### src/rtl/pio_pkg.sv
package pio_pkg;

    typedef enum logic [1:0] {
        FS_LOW,
        FS_RISE_WAIT,
        FS_HIGH,
        FS_FALL_WAIT
    } flt_state_e;

    localparam int NGRP       = 5;
    localparam int GRP_STRIDE = 16;
    localparam int OFF_SET    = 0;
    localparam int OFF_CLR    = 4;
    localparam int OFF_VAL    = 8;

    localparam int GRP_OWN    = 0;
    localparam int GRP_OE     = 1;
    localparam int GRP_OUT    = 2;
    localparam int GRP_FLT    = 3;
    localparam int GRP_MASK   = 4;

    localparam int OFF_LEVEL  = 'h50;
    localparam int OFF_STAT   = 'h54;

endpackage

### src/rtl/pio_sync.sv
module pio_sync #(
    parameter int W = 32
) (
    input  logic         clk,
    input  logic         rst_n,
    input  logic [W-1:0] d,
    output logic [W-1:0] q
);
    logic [W-1:0] stage1_q;

    always_ff @(posedge clk or negedge rst_n) begin
        if (!rst_n) begin
            stage1_q <= '0;
            q        <= '0;
        end else begin
            stage1_q <= d;
            q        <= stage1_q;
        end
    end
endmodule

### src/rtl/pio_glitch.sv
module pio_glitch
    import pio_pkg::*;
(
    input  logic clk,
    input  logic rst_n,
    input  logic din,
    output logic dout
);
    flt_state_e st_q, st_d;

    always_ff @(posedge clk or negedge rst_n) begin
        if (!rst_n) st_q <= FS_LOW;
        else        st_q <= st_d;
    end

    always_comb begin
        st_d = st_q;
        unique case (st_q)
            FS_LOW:       if (din) st_d = FS_RISE_WAIT;
            FS_RISE_WAIT: st_d = din ? FS_HIGH : FS_LOW;
            FS_HIGH:      if (!din) st_d = FS_FALL_WAIT;
            FS_FALL_WAIT: st_d = din ? FS_HIGH : FS_LOW;
            default:      st_d = FS_LOW;
        endcase
    end

    always_comb begin
        dout = (st_q == FS_HIGH) || (st_q == FS_FALL_WAIT);
    end
endmodule

### src/rtl/pio_setclr.sv
module pio_setclr #(
    parameter int             W   = 32,
    parameter logic [W-1:0]   RST = '0
) (
    input  logic         clk,
    input  logic         rst_n,
    input  logic         set_stb,
    input  logic         clr_stb,
    input  logic [W-1:0] wbits,
    output logic [W-1:0] q
);
    always_ff @(posedge clk or negedge rst_n) begin
        if (!rst_n)       q <= RST;
        else if (set_stb) q <= q | wbits;
        else if (clr_stb) q <= q & ~wbits;
    end
endmodule

### src/rtl/pio_bank.sv
module pio_bank
    import pio_pkg::*;
#(
    parameter int NPINS  = 32,
    parameter int ADDR_W = 14
) (
    input  logic              clk,
    input  logic              rst_n,
    input  logic              psel,
    input  logic              penable,
    input  logic              pwrite,
    input  logic [ADDR_W-1:0] paddr,
    input  logic [31:0]       pwdata,
    output logic [31:0]       prdata,
    input  logic [NPINS-1:0]  pad_in,
    output logic [NPINS-1:0]  pad_out,
    output logic [NPINS-1:0]  pad_oe,
    input  logic [NPINS-1:0]  per_out,
    input  logic [NPINS-1:0]  per_oe,
    output logic [NPINS-1:0]  per_in,
    output logic              irq
);
    localparam int DW = 32;

    logic             wr_acc, rd_acc, rd_stat;
    logic [NPINS-1:0] grp_q [NGRP];
    logic [NPINS-1:0] own_q, oe_q, out_q, flt_q, imask_q;
    logic [NPINS-1:0] sync_lvl, fsm_lvl, filt_lvl, filt_prev, istat;

    assign wr_acc  = psel && penable && pwrite;
    assign rd_acc  = psel && penable && !pwrite;
    assign rd_stat = rd_acc && (paddr == ADDR_W'(OFF_STAT));

    for (genvar g = 0; g < NGRP; g++) begin : g_grp
        logic set_stb, clr_stb;
        assign set_stb = wr_acc && (paddr == ADDR_W'(g*GRP_STRIDE + OFF_SET));
        assign clr_stb = wr_acc && (paddr == ADDR_W'(g*GRP_STRIDE + OFF_CLR));
        pio_setclr #(
            .W   (NPINS),
            .RST ({NPINS{1'(g == GRP_OWN)}})
        ) u_reg (
            .clk     (clk),
            .rst_n   (rst_n),
            .set_stb (set_stb),
            .clr_stb (clr_stb),
            .wbits   (pwdata[NPINS-1:0]),
            .q       (grp_q[g])
        );
    end

    assign own_q   = grp_q[GRP_OWN];
    assign oe_q    = grp_q[GRP_OE];
    assign out_q   = grp_q[GRP_OUT];
    assign flt_q   = grp_q[GRP_FLT];
    assign imask_q = grp_q[GRP_MASK];

    assign pad_out = (own_q & out_q) | (~own_q & per_out);
    assign pad_oe  = (own_q & oe_q)  | (~own_q & per_oe);
    assign per_in  = pad_in;

    pio_sync #(.W(NPINS)) u_sync (
        .clk   (clk),
        .rst_n (rst_n),
        .d     (pad_in),
        .q     (sync_lvl)
    );

    for (genvar i = 0; i < NPINS; i++) begin : g_flt
        pio_glitch u_glitch (
            .clk   (clk),
            .rst_n (rst_n),
            .din   (sync_lvl[i]),
            .dout  (fsm_lvl[i])
        );
    end

    assign filt_lvl = (flt_q & fsm_lvl) | (~flt_q & sync_lvl);

    always_ff @(posedge clk or negedge rst_n) begin
        if (!rst_n) begin
            filt_prev <= '0;
            istat     <= '0;
        end else begin
            filt_prev <= filt_lvl;
            istat     <= (rd_stat ? '0 : istat) | (filt_lvl ^ filt_prev);
        end
    end

    assign irq = |(istat & imask_q);

    always_comb begin
        prdata = '0;
        if (psel) begin
            for (int g = 0; g < NGRP; g++) begin
                if (paddr == ADDR_W'(g*GRP_STRIDE + OFF_VAL)) prdata = DW'(grp_q[g]);
            end
            if (paddr == ADDR_W'(OFF_LEVEL)) prdata = DW'(filt_lvl);
            if (paddr == ADDR_W'(OFF_STAT))  prdata = DW'(istat);
        end
    end
endmodule

### config.mk
export PLATFORM = sky130hd
export DESIGN_NAME = pio_bank
export DESIGN_NICKNAME = d
export VERILOG_FILES = /design/src/rtl/pio_pkg.sv /design/src/rtl/pio_sync.sv /design/src/rtl/pio_glitch.sv /design/src/rtl/pio_setclr.sv /design/src/rtl/pio_bank.sv
export SDC_FILE = /design/constraint.sdc
export NUM_CORES = 1
export LEC_CHECK = 0
export ABC_AREA = 1
export BUFFER_PORTS_ARGS = -buffer_cell sky130_fd_sc_hd__buf_4
export CORE_MARGIN = 2
export CORE_UTILIZATION = 40
export CTS_CLUSTER_SIZE = 20
export DETAILED_ROUTE_END_ITERATION = 10
export PLACE_DENSITY = 0.59
export SYNTH_ARGS = -nofsm -noshare
export SYNTH_HDL_FRONTEND = slang
export SYNTH_HIERARCHICAL = 1
export SYNTH_SLANG_ARGS = --single-unit
### constraint.sdc
create_clock -name clk -period 2.3 [get_ports clk]
set_input_delay 0.345 -clock clk [delete_from_list [all_inputs] [get_ports clk]]
set_output_delay 0.345 -clock clk [all_outputs]
set_load 0.01 [all_outputs]
# [Word-level counts from Yosys, hierarchy flattened]
# Cells that the tools add are included.
[totals] ff_bits=352 latch_bits=0 ramBits=0 mem_bits_ro=0 in_bits=147 out_inout_bits=129 wordCells=539 memories=0
[classes] add_sub_neg=0 mul=0 div=0 order_cmp=0 eq_ne=176 n_shift=0 n_mux=147 n_bitwise=25 n_reduce_logical=150
[op_table] operator="2-to-1 mux 32 bit" n=19
[op_table] operator="bitwise AND 32 bit" n=12
[op_table] operator="OR 32 bit" n=9
[op_table] operator="2-to-1 mux 2 bit" n=96
[op_table] operator="one-hot mux 2 bit (3 select lines)" n=32
[op_table] operator="equality test 2 bit, second input constant" n=64
[op_table] operator="inequality test 2 bit, second input constant" n=64
[op_table] operator="NOT 32 bit" n=3
[op_table] operator="equality test 14 x 6 -> 1 bit, second input constant" n=6
[op_table] operator="equality test 14 x 7 -> 1 bit, second input constant" n=5
[op_table] operator="equality test 2 x 1 -> 1 bit, second input constant" n=32
[op_table] operator="logical NOT 2 bit" n=32
[op_table] operator="AND reduction 2 bit" n=32
[op_table] operator="OR reduction 2 bit" n=32
[op_table] operator="equality test 14 x 5 -> 1 bit, second input constant" n=3
[op_table] operator="logical OR 1 bit" n=32
[op_table] operator="OR reduction 32 bit" n=1
[op_table] operator="bitwise XOR 32 bit" n=1
[op_table] operator="equality test 14 x 3 -> 1 bit, second input constant" n=1
[op_table] operator="equality test 14 x 4 -> 1 bit, second input constant" n=1
[op_table] operator="logical AND 1 bit" n=14
[op_table] operator="logical NOT 14 bit" n=1
[op_table] operator="nonzero test 2 bit" n=5
[op_table] operator="logical NOT 1 bit" n=1

# [Longest topological paths before layout]
# Gate-level depths: netlist of the first run.
[depth] ltp_word=9 mapped_depth=13 mapped_depth_nobuf=11

# [Modules after synthesis]
# Netlist of the first run, hierarchy kept.
[by_module_without_submodules] mod="pio_bank" instances=1 cells_per_inst=952 area_per_inst_um2=6607.6 seq_area_each_um2=1601.5
[by_module_without_submodules] mod="pio_setclr (g_grp[1].u_reg ...)" instances=4 cells_per_inst=166 area_per_inst_um2=1337.5 seq_area_each_um2=800.8
[by_module_without_submodules] mod="pio_glitch" instances=32 cells_per_inst=11 area_per_inst_um2=83.8 seq_area_each_um2=50.0
[by_module_without_submodules] mod="pio_sync" instances=1 cells_per_inst=64 area_per_inst_um2=1601.5 seq_area_each_um2=1601.5
[by_module_without_submodules] mod="pio_setclr (g_grp[0].u_reg)" instances=1 cells_per_inst=166 area_per_inst_um2=1377.6 seq_area_each_um2=840.8

# [Worst setup path after synthesis of the first run]
# No wires, ideal clock.
[synth_path] kind="input-to-output" from="in paddr[9]" to="out prdata[11]" arrival_time_ns=1.593 required_time_ns=1.955 slack_ns=0.362 cell_stages=9 cell_sequence="or2_4 nor3b_4 nand3_2 buf_2 nand2_1 inv_1 nand2_1 nand2_1 a21oi_1"
[synth_via] elab_chain_cells=9 elab_cells_between_ends=15
[synth_lines] item="start: declaration" line="pio_bank.sv:12" text="input logic [ADDR_W-1:0] paddr,"
[synth_lines] item="equality test 14 x 4 -> 1 bit" line="pio_bank.sv:95" text="if (paddr == ADDR_W'(g*GRP_STRIDE + OFF_VAL)) prdata = DW'(grp_q[g]);"
[synth_lines] item="2-to-1 mux 32 bit (5 in series)" line="pio_bank.sv:95"
[synth_lines] item="2-to-1 mux 32 bit" line="pio_bank.sv:97" text="if (paddr == ADDR_W'(OFF_LEVEL)) prdata = DW'(filt_lvl);"
[synth_lines] item="2-to-1 mux 32 bit *" line="pio_bank.sv:98" text="if (paddr == ADDR_W'(OFF_STAT)) prdata = DW'(istat);"
[synth_lines] item="2-to-1 mux 32 bit *" line="pio_bank.sv:93" text="if (psel) begin"
[synth_lines] item="end: declaration" line="pio_bank.sv:14" text="output logic [31:0] prdata,"
# Mark *: on every way between the ends. The rest lies on a longest branch, timed or not.

# [Final worst setup path of the first run]
[layout_path] from="in paddr[9]" to="out prdata[4]"
# Same word-level chain as after synthesis.

==> run_results.csv, run 1 <==
group,metric,value,unit
run_status,status,"complete, but fails checks",
run_status,failed_checks,"negative setup slack",
placement,dpl.cell_count,3015,
sta,fmax,405.9,MHz
drt,ant_nets,0,
sta,setup_ws,-0.1639,ns
yosys,ys_top_cells_by_count,"nand2_1 (1074), dfrtp_1 (320), inv_1 (177)",
yosys,syn_avg_cell_area,8.016,um^2
grt,antenna_found_initial,1,
critical_path,rrSetupSlack,1.12,ns
yosys,yosysUniqueCellTypes,38,
yosys,post-synth-top-count-cell,"nand2_1",
yosys,ys.flop_type,"dfrtp_1",
drt,wl_per_cell,17.78,um
final_layout,drive_gt1_share,27.33,%
power_and_ir_drop,peakVddDrop,0.0004832,V
drt,route.met3.wl,3083,um
placement,place_area,20680,um^2
grt,grt_pass1_vias,15014,
final_layout,stdcell_area,23170,um^2
placement,numPortBuffers,275,
floorplan,dieArea,45740,um^2
floorplan,io_pins,276,
final_layout,fin_util,53.54,%
clock_tree,ctsHtreeMaxLevel,2,
grt,grt_max_degree,60,
drt,drtIter0Drc,1113,
clock_tree,clk_path_buf_depth,3,
critical_path,crit_fanout,7,
floorplan,rows,76,
yosys,synth_edf_count,0,
critical_path,r2r-end,"istat[11]",
sta,skew,0.01167,ns
drt,drt-total-wl,55940,um
critical_path,cp-start-kind,"input pin",
grt,grt_pass1_wl,84700,um
floorplan,die_h,213.9,um
critical_path,reg2reg_depth,3,
sta,max_slew_margin,63.45,%
drt,drtPass1Iterations,7,
drt,dr.max_layer_used,"met4",
clock_tree,cts-buffers-inserted,40,
sta,final_max_slew_viol_count,0,
min_path,holdPathStages,3,
critical_path,r2r_start,"u_sync/q[11]",
drt,drc,0,
floorplan,core_area,43270,um^2
clock_tree,cts_tree,"yes",
drt,routed-wl-met2,26230,um
min_path,hold_class,"input pin to flip-flop",
sta,hold_viol,0,
critical_path,crit_type,"input pin to primary output",
yosys,netlist_area,17620,um^2
sta,tightestPinTransition,0.5483,ns
final_layout,ff_latch_area,8848,um^2
sta,post-route-period-util,107.1,%
final_layout,fin_nets,2677,
yosys,yosys.area.top_type_share,45.45,%
critical_path,critical_path_required,1.96,ns
floorplan,die_w,213.9,um
power_and_ir_drop,leakage,11.42,nW
final_layout,fill_cells,3957,
drt,wl_met1,25010,um
drt,via_per_inst,4.905,
run,drv_cap,0,
critical_path,cp_data_arrival_time,2.12,ns
yosys,synth_cells,2198,
sta,min_period,2.464,ns
sta,rsz0062_at_grt,"true",
placement,dp_hpwl,37230,um
clock_tree,clock_sinks,352,
yosys,synth_area_leaders,"dfrtp_1 (45%), nand2_1 (23%), dfstp_2 (4.8%), mux2_2 (4.0%), inv_1 (3.8%)",
grt,grt-ovfl-total,0,
yosys,ys_async_sr_fraction,100.0,%
placement,place.gp.congestion,0.8459,
final_layout,stdcell_count,3147,
final_layout,multi_input_area,7622,um^2
critical_path,setup.worst_path.end_class,"primary output",
placement,dp_slack,-0.2685,ns
yosys,ys_ff_latch,352,
clock_tree,insertion_delay,0.56,ns
grt,grt_usage,24.52,%
yosys,synth-seq-area-share,50.22,%
min_path,hold_start,"pwdata[23]",
yosys,yosysWarnings,6,
sta,fin_setup_tns,-3.030,ns
clock_tree,clockRootBuffer,"clkbuf_16",
drt,vias,15435,
floorplan,initial_core_util,40.72,%
yosys,synth_top_cell_by_area,"dfrtp_1",
clock_tree,clk_pin_slew_worst_paths,0.06,ns
sta,setup_viol,33,
power_and_ir_drop,powerDensity,662.9,nW/um^2
final_layout,area_growth,31.48,%
yosys,postSynthNetCount,2345,
[per-stage QoR]
step	power (mW)	hold WS, ns
finish	15.36	0.03885
global route	16.14	0.02652
global placement	9.050	0.3344
detailed placement	9.212	0.3347
floorplan	8.490	0.04941
CTS	15.51	0.01250
[worst max path at each step]
stage               startpoint          to
floorplan             paddr[9]  prdata[11]
global placement     paddr[11]   prdata[4]
detailed placement   paddr[11]   prdata[1]
CTS                  istat[10]         irq
global route         flip-flop         irq
finish                paddr[9]   prdata[4]
[cell usage in the layout (no fill, tap or decap), types with 7 or more instances in the layout]
cell,synthesis,layout
nand2_1,1074,1066
dfrtp_1,320,320
buf_4,51,320
inv_1,177,175
nor2_1,85,72
mux2_2,63,63
o21ai_0,98,61
clkbuf_16,0,46
a21oi_2,9,38
buf_12,1,38
dlygate4sd3_1,0,33
dfstp_2,32,32
xor2_1,30,30
o21bai_2,30,30
nand3b_1,28,28
nand2_2,21,27
o21ai_2,0,23
a21oi_1,52,21
clkbuf_1,49,17
buf_6,21,17
nor2_4,3,15
o21ai_1,0,14
nand4_1,7,7
[area by class of cell]
cell class	count	area share, %
tap	585	3.160
antenna	1	0.01080
clock buffer	64	5.061
timing repair buffer	421	17.23
multi-input combinational	1533	32.90
clock inverter	9	0.3349
sequential	352	38.20
inverter	182	3.100
[repair_timing]
action	4_1_cts	5_1_grt
setup buffers	10	7
endpoints found under the hold margin	78	0
pin swaps	46	44
hold buffers	33	0
setup endpoints to repair	33	33
cloned	7	5
resized for setup	125	42
[layer usage]
metal	up-vias	global-route usage [%]
met4	0	8.214
met2	447	40.16
met1	7503	33.82
li1	7391	-
met3	94	3.002
met5	-	0
[cell families after synthesis]
logic type      Yosys count  share of synthesized area (%)
xor+xnor                 32                          1.591
mux                      63                          4.026
flops                   352                          50.22
simple gates           1239                          28.20
buf+inv                 313                          8.862
compound gates          199                          7.101
[critical path, cell delays in order]
cell and delay, ns:
buf_6 0.09, or2_4 0.29, nor2_8 0.22, nand4_4 0.19, buf_12 0.20, buf_12 0.14, o21ai_1 0.06, nand3b_1 0.12
nand2_1 0.08, a21oi_2 0.21, buf_4 0.17
[power by group]
group / switching, mW / total, mW / internal, mW
Sequential: 0.475 / 7.31 / 6.83
Combinational: 1.03 / 1.86 / 0.830
Clock: 2.58 / 6.19 / 3.61
No activity file was read; power rests on OpenSTA's default activity.
==> run 2: changes to the inputs <==
==> constraint.sdc (replaced) <==
create_clock -name clk -period 2.3 [get_ports clk]
set_input_delay 0.345 -clock clk [delete_from_list [all_inputs] [get_ports clk]]
set_output_delay 0.345 -clock clk [all_outputs]
set_load 0.05 [all_outputs]
==> run_results.csv, run 2 (same netlist as run 1, synthesis figures left out) <==
group,metric,value,unit
floorplan,die_w,213.9,um
final_layout,area_growth,35.43,%
clock_tree,clockRootBuffer,"clkbuf_16",
critical_path,worstPathCellList,"nand2_1 > nand2_2 > a221oi_4 > buf_4 > nor4b_4 > nand4_1 > buf_6",
critical_path,cp_slowest_cell,"dfrtp_1",
clock_tree,ctsHtreeMaxLevel,2,
sta,hold_viol,0,
final_layout,final_cell_mix,"nand2_1 (1060), dfrtp_1 (320), buf_4 (277), inv_1 (172), nor2_1 (69)",
min_path,hold_class,"input pin to flip-flop",
sta,rsz0062_at_grt,"true",
run_status,status,"complete, but fails checks",
drt,drc,0,
sta,max_slew_margin,55.86,%
sta,tightestPinTransition,0.6621,ns
drt,ant_nets,0,
drt,wl_per_cell,18.20,um
drt,drt-total-wl,57530,um
floorplan,core_area,43270,um^2
drt,drtIter0Drc,1139,
final_layout,layout_commonest_cell,"nand2_1",
floorplan,io_pins,276,
run,drv_cap,0,
drt,drtPass1Iterations,5,
floorplan,die_h,213.9,um
placement,numPortBuffers,275,
final_layout,fin_nets,2689,
grt,grt-ovfl-total,0,
grt,grt_pass1_wl,86240,um
placement,dpl.cell_count,3007,
final_layout,fin_util,55.15,%
floorplan,initial_core_util,40.72,%
grt,antenna_found_initial,3,
critical_path,path_buf_inv,2,
grt,grt_max_degree,70,
drt,vias,15616,
power_and_ir_drop,powerDensity,660.8,nW/um^2
power_and_ir_drop,leakage,11.62,nW
critical_path,crit_type,"flip-flop to primary output",
critical_path,cp_data_arrival_time,2.18,ns
drt,via_per_inst,4.940,
clock_tree,clk_path_buf_depth,3,
sta,setup_viol,33,
sta,min_period,2.525,ns
critical_path,critical-path-max-stage-delay,0.39,ns
critical_path,cp-start-kind,"flip-flop",
power_and_ir_drop,total_power,15.77,mW
sta,skew,0.01396,ns
clock_tree,clock_sinks,352,
critical_path,crit_fanout,3,
clock_tree,clk_pin_slew_worst_paths,0.06,ns
floorplan,dieArea,45740,um^2
sta,fmax,396.1,MHz
clock_tree,cts-buffers-inserted,41,
grt,grt_usage,25.12,%
placement,place.gp.congestion,0.8640,
run_status,failed_checks,"negative setup slack",
sta,setup_ws,-0.2247,ns
grt,grt_pass1_vias,15197,
final_layout,stdcell_count,3161,
sta,final_max_slew_viol_count,0,
power_and_ir_drop,peakVddDrop,0.0004996,V
final_layout,drive_gt1_share,29.37,%
clock_tree,cts_tree,"yes",
final_layout,fill_cells,3872,
sta,post-route-period-util,109.8,%
critical_path,setup.worst_path.end_class,"primary output",
clock_tree,insertion_delay,0.56,ns
placement,dp_hpwl,38030,um
critical_path,critical_path_required,1.96,ns
critical_path,crit_family,"simple AND/OR/NAND/NOR gates",
floorplan,rows,76,
run 2: per-layer routing:
layer	vias up	part of all wire, %	global-route usage [%]
met5	-	0.019	0
met4	2	3.3	8.980
met3	114	7.4	5.653
met2	561	46	40.46
met1	7506	43	33.34
li1	7433	-	-
run 2: per-stage QoR:
stage	cell area [um^2]	setup slack, ns	hold slack, ns	setup TNS [ns]
global placement	20800	-0.2684	0.3318	-5.974
floorplan	17700	0.04486	0.04941	0
global route	23860	-0.3500	0.02645	-7.702
finish	23860	-0.2247	0.02899	-4.998
CTS	23520	-0.2359	0.003020	-5.167
detailed placement	20800	-0.2585	0.3347	-6.155
run 2: worst paths after layout:
kind / cells past startpoint / endpoint / startpoint / slack [ns]
setup / recovery: 7 / irq / istat[4] / -0.22
hold / removal: 3 / flip-flop / pwdata[8] / 0.03
setup reg to reg: 3 / istat[2] / flip-flop / 1.06
hold reg to reg: 0 / u_sync/q[18] / u_sync/stage1_q[18] / 0.34
max in group asynchronous: 3 / async pin / rst_n / 1.16
min in group asynchronous: 2 / filt_prev[17] / rst_n / 0.36
run 2: layout make-up:
cell class | instances | area, um^2 | share of cell area (%)
Clock buffer | 64 | 1205 | 5.050
Sequential cell | 352 | 8848 | 37.08
Inverter | 182 | 723.2 | 3.031
Multi-Input combinational cell | 1534 | 7906 | 33.13
Timing Repair Buffer | 431 | 4358 | 18.26
Antenna cell | 2 | 5.005 | 0.02097
Tap cell | 585 | 732.0 | 3.067
Clock inverter | 11 | 83.83 | 0.3513
run 2: tightest hold or removal path, cell delays in order:
cell and delay [ns]:
buf_4 0.15, nand2_1 0.06, nand2_1 0.04
run 2: repair_timing:
action,CTS,global route
cloned,14,4
hold buffers,33,0
gates resized for setup,187,105
setup buffers,29,7
hold endpoints to repair,84,0
endpoints found under the setup margin,33,33
pin swaps,52,55
run 2: report_power, final:
| group | internal (mW) | switching, mW |
|---|---|---|
| clock | 3.71 | 2.58 |
| sequential | 6.83 | 0.483 |
| combinational | 0.847 | 1.31 |
==> run 3: changes to the inputs <==
--- a/config.mk
+++ b/config.mk
@@ -7,7 +7,6 @@
 export LEC_CHECK = 0
 export ABC_AREA = 1
 export BUFFER_PORTS_ARGS = -buffer_cell sky130_fd_sc_hd__buf_4
-export CORE_MARGIN = 2
 export CORE_UTILIZATION = 40
 export CTS_CLUSTER_SIZE = 20
 export DETAILED_ROUTE_END_ITERATION = 10
==> run_results.csv, run 3 (same netlist as run 1, synthesis figures left out) <==
group,metric,value,unit
sta,post-route-period-util,108.2,%
sta,fmax,401.7,MHz
min_path,hold_class,"input pin to flip-flop",
power_and_ir_drop,leakage,11.48,nW
min_path,hold_start,"pwdata[21]",
drt,dr.max_layer_used,"met4",
grt,grt_max_degree,66,
critical_path,cp_data_arrival_time,2.14,ns
grt,grt_usage,25.46,%
sta,max_slew_margin,60.18,%
final_layout,layout_commonest_cell,"nand2_1",
sta,finalHoldWorstSlack,0.03057,ns
critical_path,crit_start,"paddr[8]",
critical_path,crit_type,"input pin to primary output",
placement,dp_hpwl,37950,um
power_and_ir_drop,powerDensity,677.7,nW/um^2
grt,antenna_found_initial,0,
sta,hold_viol,0,
floorplan,core_area,43270,um^2
final_layout,fill_cells,3933,
grt,grt_pass1_wl,86270,um
clock_tree,clock_sinks,352,
drt,drtPass1Iterations,5,
critical_path,crit_path_frequent_cell,"buf_6",
final_layout,fin_nets,2678,
run_status,status,"complete, but fails checks",
drt,route.met3.wl,3545,um
drt,vias,15388,
clock_tree,insertion_delay,0.57,ns
run_status,failed_checks,"negative setup slack",
drt,wl_met1,24890,um
placement,numPortBuffers,275,
floorplan,initial_core_util,40.72,%
sta,setup_viol,33,
power_and_ir_drop,total_power,15.84,mW
floorplan,die_h,211.9,um
critical_path,critical_path_required,1.96,ns
drt,ant_nets,0,
floorplan,rows,76,
sta,setup_ws,-0.1892,ns
drt,via_per_inst,4.890,
critical_path,crit_fanout,4,
critical_path,cp_slowest_cell,"or2_4",
floorplan,dieArea,44890,um^2
sta,final_max_slew_viol_count,0,
floorplan,io_pins,276,
floorplan,die_w,211.9,um
grt,grt-ovfl-total,0,
final_layout,final_cell_mix,"nand2_1 (1057), dfrtp_1 (320), buf_4 (288), inv_1 (173), nor2_1 (72)",
final_layout,n_antenna_cell,0,
sta,min_period,2.489,ns
clock_tree,cts_tree,"yes",
sta,rsz0062_at_grt,"true",
critical_path,critical-path-max-stage-delay,0.29,ns
clock_tree,clockRootBuffer,"clkbuf_16",
clock_tree,clk_pin_slew_worst_paths,0.06,ns
run,drv_cap,0,
sta,tightestPinTransition,0.5973,ns
clock_tree,cts-buffers-inserted,40,
clock_tree,ctsHtreeMaxLevel,2,
critical_path,cp-start-kind,"input pin",
clock_tree,clk_path_buf_depth,3,
placement,place.gp.congestion,0.8750,
grt,grt_pass1_vias,15038,
final_layout,area_growth,32.64,%
drt,wl_per_cell,18.06,um
drt,drtIter0Drc,1193,
critical_path,worstPathCellList,"buf_6 > or2_4 > buf_6 > nor3b_4 > nand3_2 > buf_6 > o21ai_1 > inv_1 > nand2_1 > nand2_2 > a21oi_4 > buf_6",
drt,drc,0,
critical_path,setup.worst_path.end_class,"primary output",
drt,drt-total-wl,56840,um
final_layout,drive_gt1_share,27.91,%
power_and_ir_drop,peakVddDrop,0.0004692,V
drt,routed-wl-met2,26540,um
sta,skew,0.02595,ns
==> run 3: power by group <==
group	switching (mW)	internal (mW)
registers	0.484	6.83
clock network	2.58	3.80
logic	1.30	0.845
total	4.36	11.5
==> run 3: worst paths after layout <==
kind	slack (ns)	to	depth (start not counted)
max	-0.19	prdata[22]	12
min	0.03	flip-flop	3
max reg2reg	1.06	istat[2]	3
min reg2reg	0.34	u_sync/q[18]	0
max in group asynchronous	1.17	async pin	3
min in group asynchronous	0.37	filt_prev[29]	2
==> run 3: cell type report <==
cell class | instances | area [um^2] | share of cell area (%)
Clock buffer | 63 | 1199 | 5.129
Sequential cell | 352 | 8848 | 37.86
Tap cell | 585 | 732.0 | 3.132
Clock inverter | 10 | 107.6 | 0.4604
Multi-Input combinational cell | 1533 | 7656 | 32.76
Timing Repair Buffer | 422 | 4114 | 17.60
Inverter | 182 | 713.2 | 3.052
==> run 3: routing by layer <==
metal  vias up  track usage, %
met2       510           40.45
li1       7382               -
met4         0           10.22
met1      7391           34.63
met3       105           4.050
met5         -           1.001
==> run 3: per-stage QoR <==
step / cells / area, um^2 / worst slack, ns / TNS, ns / utilization, %
3_3_place_gp: 3006 / 20670 / -0.2287 / -4.818 / 47.78
4_1_cts: 3142 / 23160 / -0.1921 / -3.879 / 53.52
5_1_grt: 3147 / 23370 / -0.2353 / -6.851 / 54.01
6_report: 3147 / 23370 / -0.1892 / -4.790 / 54.01
2_1_floorplan: 2198 / 17700 / 0.04486 / 0 / -
3_5_place_dp: 3006 / 20670 / -0.2252 / -5.065 / 47.78
==> run 3: critical path: cells and delay by family <==
kind / cells / cell delay, ns
and+or+nand+nor: 5 / 0.89
AOI/OAI and AO/OA: 2 / 0.25
buffers and inverters: 5 / 0.65
==> run 3: timing repair <==
| item | CTS | global route |
|---|---|---|
| endpoints found under the hold margin | 79 | 0 |
| setup endpoints to repair | 33 | 33 |
| gates cloned | 9 | 3 |
| hold buffers | 33 | 0 |
| setup buffers | 22 | 6 |
| pin swaps | 45 | 39 |
| resized for setup | 154 | 59 |
